File: src/rtl/tpg_pkg.sv
package tpg_pkg;
  localparam int WORD_W     = 16;
  localparam int SAMPLE_W   = 14;
  localparam int PN_W       = 12;
  localparam int LEN_W      = 4;
  localparam int MODE_W     = 4;
  localparam int MIN_LEN    = 8;
  localparam int MAX_LEN    = 14;
  localparam int NUM_USER   = 4;
  localparam int PHASE_W    = $clog2(NUM_USER);
  localparam int SHORT_LEN  = 9;
  localparam int SHORT_TAP  = 5;
  localparam int LONG_LEN   = 23;
  localparam int LONG_TAP   = 18;
  localparam logic [SHORT_LEN-1:0] SHORT_SEED = 9'h0DF;
  localparam logic [LONG_LEN-1:0]  LONG_SEED  = 23'h29B80A;

  typedef enum logic [MODE_W-1:0] {
    MODE_PASS     = 4'd0,
    MODE_MID      = 4'd1,
    MODE_POSFS    = 4'd2,
    MODE_NEGFS    = 4'd3,
    MODE_CHECKER  = 4'd4,
    MODE_PN_SHORT = 4'd5,
    MODE_PN_LONG  = 4'd6,
    MODE_TOGGLE   = 4'd7,
    MODE_USER_ALT = 4'd8,
    MODE_USER_CYC = 4'd9
  } tpgMode_e;

  typedef struct packed {
    logic               loadSeed;
    logic [PHASE_W-1:0] phase;
  } tpgCtl_s;
endpackage

File: src/rtl/tpg_lfsr.sv
module tpg_lfsr #(
  parameter int LEN = 9,
  parameter int TAP = 5,
  parameter logic [LEN-1:0] SEED = '1,
  parameter int STEPS = 12,
  parameter bit INVERT = 1'b0
) (
  input  logic             clk,
  input  logic             rst,
  input  logic             loadSeed,
  output logic [STEPS-1:0] chunk
);
  logic [LEN-1:0]   state;
  logic [LEN-1:0]   nextState;
  logic [STEPS-1:0] rawBits;

  // Unrolled bit steps: shift left, feedback into bit 0, emit the new MSB.
  always_comb begin
    nextState = loadSeed ? SEED : state;
    rawBits   = '0;
    for (int i = 0; i < STEPS; i++) begin
      nextState = {nextState[LEN-2:0], nextState[LEN-1] ^ nextState[TAP-1]};
      rawBits[STEPS-1-i] = nextState[LEN-1];
    end
  end

  generate
    if (INVERT) begin : g_inv
      assign chunk = ~rawBits;
    end else begin : g_true
      assign chunk = rawBits;
    end
  endgenerate

  always_ff @(posedge clk) begin
    if (rst) state <= SEED;
    else     state <= nextState;
  end
endmodule

File: src/rtl/tpg_ctrl.sv
module tpg_ctrl
  import tpg_pkg::*;
#(
  parameter int MODE_BITS = MODE_W
) (
  input  logic                 clk,
  input  logic                 rst,
  input  logic                 restart,
  input  logic [MODE_BITS-1:0] modeSel,
  output tpgCtl_s              ctl
);
  logic [MODE_BITS-1:0] prevMode;
  logic [PHASE_W-1:0]   phaseReg;
  logic                 reload;

  assign reload       = restart || (modeSel != prevMode);
  assign ctl.loadSeed = reload;
  assign ctl.phase    = reload ? '0 : phaseReg;

  always_ff @(posedge clk) begin
    if (rst) begin
      prevMode <= '0;
      phaseReg <= '0;
    end else begin
      prevMode <= modeSel;
      phaseReg <= ctl.phase + 1'b1;
    end
  end
endmodule

File: src/rtl/tpg_datapath.sv
module tpg_datapath
  import tpg_pkg::*;
#(
  parameter int W     = WORD_W,
  parameter int SW    = SAMPLE_W,
  parameter int LW    = LEN_W,
  parameter int NU    = NUM_USER
) (
  input  logic                clk,
  input  logic                rst,
  input  tpgCtl_s             ctl,
  input  logic [MODE_W-1:0]   modeSel,
  input  logic [LW-1:0]       lenSel,
  input  logic [SW-1:0]       sampleIn,
  input  logic [NU-1:0][W-1:0] userWords,
  output logic [W-1:0]        wordOut
);
  localparam int PAD_PN  = W - PN_W;
  localparam int PAD_SMP = W - SW;

  logic [PN_W-1:0] shortChunk;
  logic [PN_W-1:0] longChunk;
  logic [LW-1:0]   effLen;
  logic [W-1:0]    lenMask;
  logic [W-1:0]    pnMask;
  logic [W-1:0]    rawWord;
  logic            isPn;
  tpgMode_e        mode;

  tpg_lfsr #(.LEN(SHORT_LEN), .TAP(SHORT_TAP), .SEED(SHORT_SEED),
             .STEPS(PN_W), .INVERT(1'b0)) u_short (
    .clk(clk), .rst(rst), .loadSeed(ctl.loadSeed), .chunk(shortChunk));

  tpg_lfsr #(.LEN(LONG_LEN), .TAP(LONG_TAP), .SEED(LONG_SEED),
             .STEPS(PN_W), .INVERT(1'b1)) u_long (
    .clk(clk), .rst(rst), .loadSeed(ctl.loadSeed), .chunk(longChunk));

  assign mode = tpgMode_e'(modeSel);

  always_comb begin
    if (lenSel < LW'(MIN_LEN))      effLen = LW'(MIN_LEN);
    else if (lenSel > LW'(MAX_LEN)) effLen = LW'(MAX_LEN);
    else                            effLen = lenSel;
  end

  assign lenMask = ~({W{1'b1}} >> effLen);
  assign pnMask  = {{PN_W{1'b1}}, {PAD_PN{1'b0}}};

  always_comb begin
    isPn = 1'b0;
    case (mode)
      MODE_PASS:     rawWord = {sampleIn, {PAD_SMP{1'b0}}};
      MODE_MID:      rawWord = {1'b1, {(W-1){1'b0}}};
      MODE_POSFS:    rawWord = '1;
      MODE_NEGFS:    rawWord = '0;
      MODE_CHECKER:  rawWord = ctl.phase[0] ? {(W/2){2'b01}} : {(W/2){2'b10}};
      MODE_PN_SHORT: begin rawWord = {shortChunk, {PAD_PN{1'b0}}}; isPn = 1'b1; end
      MODE_PN_LONG:  begin rawWord = {longChunk, {PAD_PN{1'b0}}};  isPn = 1'b1; end
      MODE_TOGGLE:   rawWord = ctl.phase[0] ? '0 : '1;
      MODE_USER_ALT: rawWord = userWords[{{(PHASE_W-1){1'b0}}, ctl.phase[0]}];
      MODE_USER_CYC: rawWord = userWords[ctl.phase];
      default:       rawWord = '0;
    endcase
  end

  always_ff @(posedge clk) begin
    if (rst) wordOut <= '0;
    else     wordOut <= rawWord & (isPn ? pnMask : lenMask);
  end
endmodule

File: src/rtl/tpg_top.sv
module tpg_top
  import tpg_pkg::*;
(
  input  logic                clk,
  input  logic                rst,
  input  logic                restart,
  input  logic [MODE_W-1:0]   modeSel,
  input  logic [LEN_W-1:0]    lenSel,
  input  logic [SAMPLE_W-1:0] sampleIn,
  input  logic [WORD_W-1:0]   user0,
  input  logic [WORD_W-1:0]   user1,
  input  logic [WORD_W-1:0]   user2,
  input  logic [WORD_W-1:0]   user3,
  output logic [WORD_W-1:0]   wordOut
);
  tpgCtl_s ctl;
  logic [NUM_USER-1:0][WORD_W-1:0] userWords;

  assign userWords = {user3, user2, user1, user0};

  tpg_ctrl u_ctrl (
    .clk(clk), .rst(rst), .restart(restart), .modeSel(modeSel), .ctl(ctl));

  tpg_datapath u_dp (
    .clk(clk), .rst(rst), .ctl(ctl), .modeSel(modeSel), .lenSel(lenSel),
    .sampleIn(sampleIn), .userWords(userWords), .wordOut(wordOut));
endmodule

File: config.mk
export PLATFORM = sky130hd
export DESIGN_NAME = tpg_top
export DESIGN_NICKNAME = d
export VERILOG_FILES = /design/src/rtl/tpg_pkg.sv /design/src/rtl/tpg_lfsr.sv /design/src/rtl/tpg_ctrl.sv /design/src/rtl/tpg_datapath.sv /design/src/rtl/tpg_top.sv
export SDC_FILE = /design/constraint.sdc
export NUM_CORES = 1
export LEC_CHECK = 0
export CAP_MARGIN = 10
export CORE_ASPECT_RATIO = 0.6
export CORE_MARGIN = 2
export CORE_UTILIZATION = 32
export CTS_BUF_LIST = sky130_fd_sc_hd__clkbuf_8
export DETAILED_ROUTE_END_ITERATION = 8
export DONT_BUFFER_PORTS = 1
export HOLD_SLACK_MARGIN = 0.12
export PLACE_DENSITY = 0.56
export SETUP_SLACK_MARGIN = 0.4
export SLEW_MARGIN = 5
export SYNTH_ARGS = -nofsm -noshare
export SYNTH_HDL_FRONTEND = slang
export SYNTH_HIERARCHICAL = 1
export SYNTH_SLANG_ARGS = --single-unit
export TNS_END_PERCENT = 1
File: constraint.sdc
create_clock -name clk -period 7.6 [get_ports clk]
set_clock_uncertainty 0.1 [all_clocks]
set_input_delay 1.52 -clock clk [delete_from_list [all_inputs] [get_ports clk]]
set_output_delay 1.52 -clock clk [all_outputs]
set_load 0.02 [all_outputs]
### After elaboration in Yosys (flattened, before gate mapping)

Cells that the tools add are included.

* bits in latches: 0
* memory bits (writable): 0
* memories kept: 0
* ROM bits: 0
* bits in registers: 54
* bits of input ports: 89

* add/sub/neg operators: 1
* divide/modulo/power cells: 0
* bitwise operators: 27
* $mul: 0
* shift operators: 1
* muxes and demuxes: 14
* reductions and logical operators: 4
* equality and inequality tests: 9
* order comparisons: 4

Operators by type and width (number)
* case mux 16 bit (9 select lines): 1
* two-way mux 16 bit: 6
* binary-select mux 16 bit (select 2 bit): 1
* XOR 1 bit: 24
* two-way mux 23 bit: 1
* bitwise AND 16 bit: 1
* equality test 4 x 3 -> 1 bit (second input constant): 4
* NOT 16 bit: 1
* right shift 16 x 4 -> 16 bit (first input constant): 1
* NOT 12 bit: 1
* two-way mux 9 bit: 1
* equality test 4 bit (second input constant): 2
* two-way mux 4 bit: 2
* equality test 4 x 1 -> 1 bit (second input constant): 1
* equality test 4 x 2 -> 1 bit (second input constant): 1
* greater-than comparator 4 bit (second input constant): 1
* logical NOT 4 bit: 1
* less-than comparator 4 bit (second input constant): 1
* != test 4 bit: 1
* OR reduction 2 bit: 2
* less-than comparator 1 x 3 -> 1 bit (second input constant): 1
* less-than comparator 2 x 3 -> 1 bit (second input constant): 1
* adder 2 x 1 -> 2 bit (second input constant): 1
* two-way mux 2 bit: 1
* 2 further kinds: 2

### Longest topological paths before layout

* depth in word-level cells: 7
* depth in mapped cells: 10
* depth with buffers taken out: 8

### Modules after synthesis

The synthesis kept the hierarchy.

By module, submodules not included
* tpg_datapath: cells an instance 169, area an instance 1566.5 um^2, seq. area each 300.3 um^2, times used 1
* tpg_lfsr at u_dp.u_long: cells an instance 76, area an instance 782.0 um^2, seq. area each 460.4 um^2, times used 1
* tpg_lfsr at u_dp.u_short: cells an instance 48, area an instance 519.2 um^2, seq. area each 180.2 um^2, times used 1
* tpg_ctrl: cells an instance 26, area an instance 256.5 um^2, seq. area each 120.1 um^2, times used 1

### Least setup slack after synthesis

Ideal clock, no wire load.

* path kind: input port to flip-flop
* start: in modeSel[2]
* end: reg u_dp.wordOut[12]
* library setup time: 133 ps
* data required time: 7367 ps
* cell stages on the path: 9
* slack: 4052 ps
* data arrival time: 3315 ps
* cells stage by stage: xor2_1 -> a211o_1 -> or2_1 -> buf_4 -> clkbuf_1 -> or2_2 -> a22o_1 -> a222oi_1 -> a31oi_1

RTL lines
* from (decl): RTL line tpg_top.sv:7 `input logic [MODE_W-1:0] modeSel,`
* != test 4 bit: RTL line tpg_ctrl.sv:16 `assign reload = restart || (modeSel != prevMode);`
* logical OR 1 bit: RTL line tpg_ctrl.sv:16
* net u_ctrl.reload: RTL line tpg_ctrl.sv:14 `logic reload;`
* two-way mux 9 bit: RTL line tpg_lfsr.sv:19 `nextState = loadSeed ? SEED : state;`
* net u_dp.shortChunk[8]: RTL line tpg_datapath.sv:21 `logic [PN_W-1:0] shortChunk;`
* case mux 16 bit (9 select lines): RTL line tpg_datapath.sv:51 `case (mode)`
* bitwise AND 16 bit: RTL line tpg_datapath.sv:68 `else wordOut <= rawWord & (isPn ? pnMask : lenMask);`
* to (signal assigned): RTL line tpg_datapath.sv:68
* to (decl): RTL line tpg_datapath.sv:16 `output logic [W-1:0] wordOut`

The timed path passes the listed nets, and every way through them passes these cells. The select of a mux whose other input is x is not followed.
A chain may end at the register's enable or synchronous reset.

==> Flow_metrics.wiki <==
{| class="wikitable"
! Metric !! Value
|-
| Remaining routing DRC violations || 0
|-
| Max Clk Rate || ~250 MHz
|-
| First-pass GRT wire length || about 12000 um
|-
| Number of synthesized flops with an enable pin || 0
|-
| Placer's final routability congestion estimate || ~0.8
|-
| Post-Syn Area per Cell || ~9.8 um2
|-
| Number of violations reported at the end of detailed-routing iteration 0 || between 200 and 250
|-
| # resized after CTS || 0
|-
| Kind of cell adding the most delay to the critical path || compound AO/OA/AOI/OAI gates
|-
| Total power consumption of the routed design || 571 uW
|-
| Fraction of final layout cells with drive strength greater than 1 || 0.129
|-
| Worst Path Class, Setup || in -> reg
|-
| Crit-path max FO || 29
|-
| Met2 routed WL || 3400 um
|-
| Routed length on met1 || roughly 4000 um
|-
| NetSw || around 140 uW
|-
| Relative max-transition margin || 0.259
|-
| Mapped cell area || between 0.003 and 0.004 mm2
|-
| CTS tree || built
|-
| Die X || between 100 and 150 um
|-
| Tightest Hold Check Type || reg -> reg
|-
| Clk pin slew, worst setup/hold paths || approximately 100 ps
|-
| Count of yosys warnings during synthesis || 6
|-
| Area growth from synthesis to layout || 4.45%
|-
| Number of I/O pins || roughly 110
|-
| Level count of the clock H-tree || 2
|-
| Vias in the first global route || around 2100
|-
| Site row count || 27
|-
| Ys async rst share || 0
|-
| Number of antenna diodes || 0
|-
| Number of input and output port buffers inserted || 0
|-
| Remaining antenna violation count || 0
|-
| P per Cell Area || between 150 and 200 mW/mm2
|-
| Most frequently used flop master after synthesis || dfxtp_1
|-
| Max-cap violations || 0
|-
| Unrepaired setup endpoints after global routing || no
|-
| Placeable core area || 0.00932 mm2
|-
| Capturing point of the worst reg2reg path || u_dp/wordOut[6]$_SDFF_PP0_
|-
| Buffering stage count on the worst path with inverters included || 1
|-
| Kind of end point of the critical path || flip-flop
|-
| Via count normalized by instance count || 5.45
|-
| Cell count of the worst hold path || 1
|-
| Leak || 0.00112 uW
|-
| Hold Path End || u_dp/u_long/state[13]$_SDFF_PP1_
|-
| Time the final worst path needs with I/O delays and setup || around 4000 ps
|-
| Total Nets Final || 390
|-
| Yosys top cell by area || dfxtp_1
|-
| Gate power share || 0.121
|-
| Sum of overflow across all layers after global routing || 0
|-
| DIE AREA || ~0.011 mm2
|-
| Hold-fix buffers at CTS || 0
|-
| Post-layout instance area || 0.00326 mm2
|-
| Met3 layer wire length in the routed design || around 690 um
|-
| Post-synthesis sequential element count || 53
|-
| Transition at the pin with the smallest max-transition slack || 1110 ps
|-
| Area share of the leading cell type in the synthesized netlist || 0.340
|-
| Avg WL per Cell || between 15 and 20 um
|-
| Register-to-Register Path Depth || 7
|-
| Clock Tree Buf Depth || 2
|-
| Root Buffer || clkbuf_8
|-
| Estimated wirelength of the detail-placed design || a little over 6000 um
|-
| Crit path cell chain || xnor2_1 -> o211ai_1 -> nor3_2 -> buf_4 -> mux4_2 -> a221oi_1 -> a221oi_1
|-
| WL final || around 8000 um
|-
| Minimum setup slack among reg-to-reg paths || roughly 4500 ps
|-
| Largest net degree at the start of global routing || 33
|-
| Number of buffers created by CTS || 5
|-
| Launching element type of the critical path || input port
|-
| Total routing resource utilization after global routing || 0.151
|-
| Initial antenna violation count || 0
|-
| Starting density of the core || 0.335
|-
| CP dominant cell by count || a221oi_1
|-
| Placed cell areas || between 0.003 and 0.004 mm2
|-
| Highest metal layer with signal wires || met4
|-
| Internal cell power || 432 uW
|-
| Source-to-sink clock delay at the later pin of the worst-skew pair || about 310 ps
|-
| Register area share after synthesis || 0.340
|-
| Slowest CP cell || mux4_2
|-
| Total number of clock tree sinks || 53
|-
| First-pass iteration count of the detailed router || 5
|-
| Post-synthesis instance total || about 320
|-
| Post-CTS setup repair buffer count || 0
|-
| Beginning of the worst hold path || u_dp/u_long/state[1]$_SDFF_PP1_
|-
| Final hold violation count || 0
|-
| Count of vias placed by the detailed router || between 2000 and 2500
|-
| Part of the power in registers || 0.527
|-
| Switching power as a share of total power || 0.244
|-
| Clk network pwr share || 0.352
|-
| Arrival @ worst endpoint || slightly above 4000 ps
|-
| Result of the run || complete, no violations
|-
| Final setup fails || 0
|-
| Maximum vdd drop || 0.0704 mV
|-
| Critical path required time || ~7700 ps
|-
| Biggest area contributors in the synthesized netlist || dfxtp_1, xnor2_1, mux4_2, xnor3_1, a222oi_1
|-
| Slew Viols, Final || 0
|-
| Die span in y || 80.5 um
|-
| Worst-case hold slack || 319 ps
|-
| Share of the clock period used by the worst path || 0.522
|-
| Post-route setup TNS || 0 ps
|-
| Worst path max stage delay || 580 ps
|-
| Number of distinct library cell variants in the gate-level netlist after synthesis || 57
|-
| Startpoint of the lowest-slack register-to-register path || u_ctrl/prevMode[0]$_SDFF_PP0_
|}
[cell type report]
cell class | instances | area [um2]
Sequential cell | 53 | 1060
Multi-Input combinational cell | 231 | 1880
Fill cell | 942 | 6060
Clock inverter | 2 | 33.8
Clock buffer | 6 | 82.6
Tap cell | 130 | 163
Inverter | 8 | 30.0
Timing Repair Buffer | 2 | 15.0
[layer usage]
metal / global-route usage / vias to the layer above
met5: 0 / -
met2: 0.215 / 91
met1: 0.217 / 1122
li1: - / 1138
met3: 0.0518 / 4
met4: 0.0337 / 0
[state kept, by name, indices dropped and copies added (netlist names)]
register and flops:
u_ctrl/phaseReg 2, u_ctrl/prevMode 4, u_dp/u_long/state 23, u_dp/u_short/state 9, u_dp/wordOut 15
[cell families after synthesis]
logic type | Yosys count | synth area share
other | 1 | 0.00120
buffers and inverters | 36 | 0.0637
XOR/XNOR | 29 | 0.109
AND/OR/NAND/NOR | 85 | 0.155
AO/OA/AOI/OAI | 87 | 0.216
multiplexers | 28 | 0.115
flip-flops | 53 | 0.340
[synth_stat cells, drive strengths merged, types with 2 or more instances]
| cell type | count |
|---|---|
| o21bai | 4 |
| xnor2 | 18 |
| a21oi | 13 |
| inv | 8 |
| o211ai | 10 |
| nor2b | 10 |
| or3 | 2 |
| nor3b | 4 |
| mux2 | 14 |
| and2 | 6 |
| nor4 | 2 |
| nand2b | 2 |
| mux4 | 5 |
| mux2i | 9 |
| a21o | 8 |
| a22oi | 3 |
| dfxtp | 53 |
| and4bb | 2 |
| nor2 | 13 |
| a222oi | 9 |
| a22o | 10 |
| xor2 | 5 |
| nand2 | 24 |
| nor3 | 5 |
| a221oi | 3 |
| a311oi | 2 |
| xnor3 | 6 |
| a32oi | 2 |
| buf | 21 |
| o31a | 2 |
| or2 | 10 |
| clkbuf | 7 |
| a31oi | 10 |
[stage by stage]
| step | setup slack (ps) | std cells | utilization |
|---|---|---|---|
| after floorplan | 4050 | 320 | - |
| after global placement | 3360 | 424 | 0.337 |
| after detailed placement | 3300 | 424 | 0.337 |
| after CTS | 3630 | 432 | 0.350 |
| after global routing | 3400 | 432 | 0.350 |
| final | 3630 | 432 | 0.350 |
[worst max-delay path by stage]
stage | end | startpoint | cells past startpoint
CTS | u_dp/wordOut[6]$_SDFF_PP0_ | modeSel[1] | 7
global placement | u_dp/wordOut[6]$_SDFF_PP0_ | modeSel[2] | 7
floorplan | u_dp/wordOut[12]$_SDFF_PP0_ | modeSel[2] | 9
global route | u_dp/wordOut[6]$_SDFF_PP0_ | modeSel[0] | 7
finish | u_dp/wordOut[6]$_SDFF_PP0_ | modeSel[1] | 7
detailed placement | u_dp/wordOut[6]$_SDFF_PP0_ | modeSel[1] | 7
[power groups by stage]
stage / registers (uW) / logic (uW) / clock network (uW)
floorplan: 304 / 66.2 / 0
global placement: 308 / 67.7 / 0
detailed placement: 308 / 68.2 / 0
CTS: 301 / 68.7 / 205
global route: 302 / 75.4 / 217
finish: 301 / 69.2 / 201
[cells in the final DEF (no fill, tap or decap), types with 3 or more instances in the layout]
cell type   n
a21o_1      8
a21oi_1    13
a222oi_1    9
a22o_1     10
a22oi_1     3
a31oi_1    10
and2_1      6
clkbuf_8    6
dfxtp_1    53
inv_1       8
mux2_1      8
mux2_2      6
mux2i_1     9
mux4_2      5
nand2_1    24
nor2_1     13
nor2b_1    10
nor3_1      3
nor3b_1     4
o211ai_1   10
o21bai_1    4
or2_1       3
or2_2       7
xnor2_1    18
xnor3_1     5
xor2_1      5
Note: power is estimated with default switching activity, not from simulation.
